$ cat src/rtl/fp_sign_move.sv
module fp_sign_move (
  input  logic [63:0] src_a,
  input  logic [63:0] src_b,
  input  logic [2:0]  op,
  input  logic        same_reg,
  input  logic        int_mode,
  output logic [63:0] result,
  output logic        fp_dirty
);
  localparam logic [2:0] OP_INJ  = 3'd0;
  localparam logic [2:0] OP_INJN = 3'd1;
  localparam logic [2:0] OP_INJX = 3'd2;
  localparam logic [2:0] OP_I2F  = 3'd3;
  localparam logic [2:0] OP_F2I  = 3'd4;
  localparam logic [63:0] QNAN_BOXED = 64'hFFFF_FFFF_7FC0_0000;

  logic [63:0] opa, opb, raw;
  logic        writes_fp;

  assign opa = (int_mode || (&src_a[63:32])) ? src_a : QNAN_BOXED;
  assign opb = (int_mode || (&src_b[63:32])) ? src_b : QNAN_BOXED;

  always_comb begin
    raw = '0;
    writes_fp = 1'b1;
    case (op)
      OP_INJ:  raw = same_reg ? opa : {opb[63:31], opa[30:0]};
      OP_INJN: raw = {opa[63:32], ~(same_reg ? opa[31] : opb[31]), opa[30:0]};
      OP_INJX: raw = {opa[63:32], same_reg ? 1'b0 : (opa[31] ^ opb[31]), opa[30:0]};
      OP_I2F:  raw = {32'hFFFF_FFFF, src_a[31:0]};
      OP_F2I: begin
        raw = {{32{src_a[31]}}, src_a[31:0]};
        writes_fp = 1'b0;
      end
      default: writes_fp = 1'b0;
    endcase
  end

  assign result   = (int_mode && writes_fp) ? {{32{raw[31]}}, raw[31:0]} : raw;
  assign fp_dirty = writes_fp;

  always_comb begin
    if (op == OP_F2I) begin
      assert_f2i_sext_R8: assert (result[63:32] == {32{src_a[31]}} && result[31:0] == src_a[31:0])
        else $error("float-to-int move not sign-extended");
      assert_f2i_clean_R9: assert (!fp_dirty) else $error("dirty on move to integer register");
    end
    if (int_mode && op <= OP_I2F)
      assert_int_sext_R6: assert (result[63:32] == {32{result[31]}})
        else $error("integer mode result not sign-extended");
    if (!int_mode && op <= OP_I2F)
      assert_boxed_out_R1: assert (&result[63:32]) else $error("normal mode result not boxed");
    if (!int_mode && same_reg && op == OP_INJ && !(&src_a[63:32]))
      assert_nan_subst_R1: assert (result == QNAN_BOXED) else $error("unboxed operand not replaced");
    if (op > OP_F2I)
      assert_unused_op_R10: assert (result == '0 && !fp_dirty) else $error("unused op had effect");
  end
endmodule

$ cat config.mk
export PLATFORM = sky130hd
export DESIGN_NAME = fp_sign_move
export DESIGN_NICKNAME = d
export VERILOG_FILES = /design/src/rtl/fp_sign_move.sv
export SDC_FILE = /design/constraint.sdc
export NUM_CORES = 1
export LEC_CHECK = 0
export ABC_AREA = 1
export BUFFER_PORTS_ARGS = -buffer_cell sky130_fd_sc_hd__buf_4
export CORE_AREA = 2 2 76 78
export DETAILED_ROUTE_END_ITERATION = 7
export DIE_AREA = 0 0 78 80
export GPL_ROUTABILITY_DRIVEN = 0
export PLACE_DENSITY_LB_ADDON = 0.1
export SYNTH_ARGS = -nofsm -noshare
export SYNTH_HDL_FRONTEND = slang
export SYNTH_SLANG_ARGS = --single-unit
export TNS_END_PERCENT = 5
$ cat constraint.sdc
create_clock -name vclk -period 1.99
set_clock_uncertainty 0.15 [all_clocks]
set_input_delay 0.0995 -clock vclk [all_inputs]
set_output_delay 0.0995 -clock vclk [all_outputs]
set_load 0.005 [all_outputs]
==> metrics.md <==
| Metric | Value |
|---|---|
| Status | finished, final reports clean |
| Port Buf Inserts | roughly 170 |
| Max Slew Vio Count | 0 |
| Cell Rows | 27 |
| Final Cycle Share | 0.867 |
| Critical path class | primary input to primary output |
| Core area | approximately 0.0054 mm2 |
| Synth cell types | 16 |
| Power per cell area | approximately 240 mW/mm2 |
| Vias in the first global route | 1489 |
| Pin count of the biggest net entering global routing | 33 |
| First-pass GRT wire length | 6.13 mm |
| Wirelength, routed | 3.95 mm |
| Sequential cell area fraction in the yosys report | 0 |
| Most frequent cell after synthesis | nand2_1 |
| WL/cell | 8.84 um |
| Antenna viol nets, final | 0 |
| Relative slew slack | 0.653 |
| Initial antenna violation count | 0 |
| Top post-synthesis cells by area | nand2_1 (37%), nor2_1 (21%), inv_1 (16%) |
| Total die area | 0.00624 mm2 |
| 1st-pass router iterations | 4 |
| Avg Cell Area, Syn | 4.20 um2 |
| Endpoint, Worst Hold | result[14] |
| Peak fanout along the critical path | 32 |
| Die Span Y | 80 um |
| Crit path largest cell delay | ~0.18 ns |
| # diodes | 0 |
| Max-cap check violation count | 0 |
| Die width | 78 um |
| Final setup fails | 0 |
| Starting density of the core | 0.166 |
| Initial DRC count | 24 |
| Post-CTS Setup Bufs | 0 |
| P&R area growth vs syn | 149% |
| Hold buffers post-CTS | 0 |
| HP Start | src_a[14] |
| HPWL Detailed | 3.42 mm |
| Yosys Warn Count | 0 |
| Tot GR Track Use | 0.112 |
| Via count | 1697 |
| Critical-path cell list | buf_4, nand2_1, nor2_1, nand2_1, nor2_1, nand2_1, nand2_2, nand3_1, nand3_2, nand2_2, o21bai_4, buf_12, nand2_1, buf_4 |
| Nets | between 500 and 600 |
| Synth area leader | nand2_1 |
| RSZ-0062 raised after global routing | false |
| Post-synthesis cell area | 895 um2 |
| FF+latch count | 0 |
| LEAKAGE | 1.48 nW |
| Nature of the critical path endpoint | primary output |
| Critical Path Most Common Cell | nand2_1 |
| Total congestion overflow | 0 |
| Syn nets | ~350 |
| PostCTS Resize Cnt | 0 |
| Share of cells above drive strength 1 | 0.467 |
| Register area | 0 um2 |
| Total power | 541 uW |
| Worst hold path class | primary input to primary output |
| WP data arrival | 1.48 ns |
| I/O pins | 198 |
| Worst hold path depth | 4 |
| Worst VDD drop | between 0.08 and 0.09 mV |
| Crit path launch type | primary input |
| Cells after synthesis | 213 |
| Worst-margin pin slew | 0.518 ns |
| Clkbuf count | 0 |
| Setup TNS | 0 ns |
| Crit-path slowest cell | buf_12 |
| Post-synth top cells | nand2_1 (89), nor2_1 (49), inv_1 (39) |
| WP data required | ~1.7 ns |
| Final hold violation count | 0 |
| Fmax | 0.580 GHz |
| Drt drc | 0 |
| Top cell type's share of synthesized area | 0.373 |
| Final min period | between 1.5 and 2 ns |
| Drt via density | 3.80 |
==> critical path: cells and delay by family <==
| family | cells | cell delay, ns |
|---|---|---|
| and+or+nand+nor | 10 | 0.82 |
| AOI/OAI and AO/OA | 1 | 0.15 |
| buffers and inverters | 3 | 0.38 |
==> placed cells by master (no fill, tap or decap), drive strengths merged <==
cell	instances
a21oi	13
nand2	91
o211ai	1
buf	170
nand3b	1
nor2	49
a21boi	1
nand3	6
inv	39
nor3	1
or2	1
nand4	1
o21bai	1
==> metrics by stage <==
stage | cell area (um2) | worst slack (ns) | util | std cells | hold slack [ns]
global route | 2230 | 0.0393 | 0.412 | 447 | 0.362
detailed placement | 2230 | 0.230 | 0.412 | 447 | 0.346
global placement | 2230 | 0.245 | 0.412 | 447 | 0.344
finish | 2230 | 0.264 | 0.412 | 447 | 0.347
CTS | 2230 | 0.229 | 0.412 | 447 | 0.349
floorplan | 895 | 0.585 | - | 213 | 0.106
==> final cells by class <==
cell class	instances	area, um2
fillers	622	3180
inverters	39	146
multi-input cells	166	689
well taps	72	90.1
repair buffers	170	1300
==> power by group <==
part	total (mW)	switching [mW]	internal (mW)
combinational	0.541	0.203	0.338
sequential	0	0	0
clock	0	0	0
total	0.541	0.203	0.338
==> worst max path at each step <==
stage,from,endpoint,slack (ns),cells after the start
floorplan,src_b[57],result[33],0.58,12
global placement,src_a[57],result[46],0.25,14
detailed placement,src_b[61],result[52],0.23,14
CTS,src_b[61],result[52],0.23,14
global route,src_a[57],result[45],0.04,14
finish,src_a[57],result[61],0.26,14
==> per-layer routing <==
| metal | vias up | share of wire | track usage |
|---|---|---|---|
| met2 | 75 | 0.52 | 0.225 |
| li1 | 947 | - | - |
| met4 | 0 | 0 | 0.00702 |
| met3 | 0 | 0.094 | 0.0226 |
| met1 | 675 | 0.39 | 0.125 |
| met5 | - | 0 | 0 |
==> logic make-up (layout without fill, tap and decap cells) <==
group | count (synthesis) | after routing | synth area share
AND/OR/NAND/NOR | 150 | 150 | 0.660
buffers and inverters | 47 | 209 | 0.229
AO/OA/AOI/OAI | 16 | 16 | 0.110
Power figures use the tool's default switching activity.
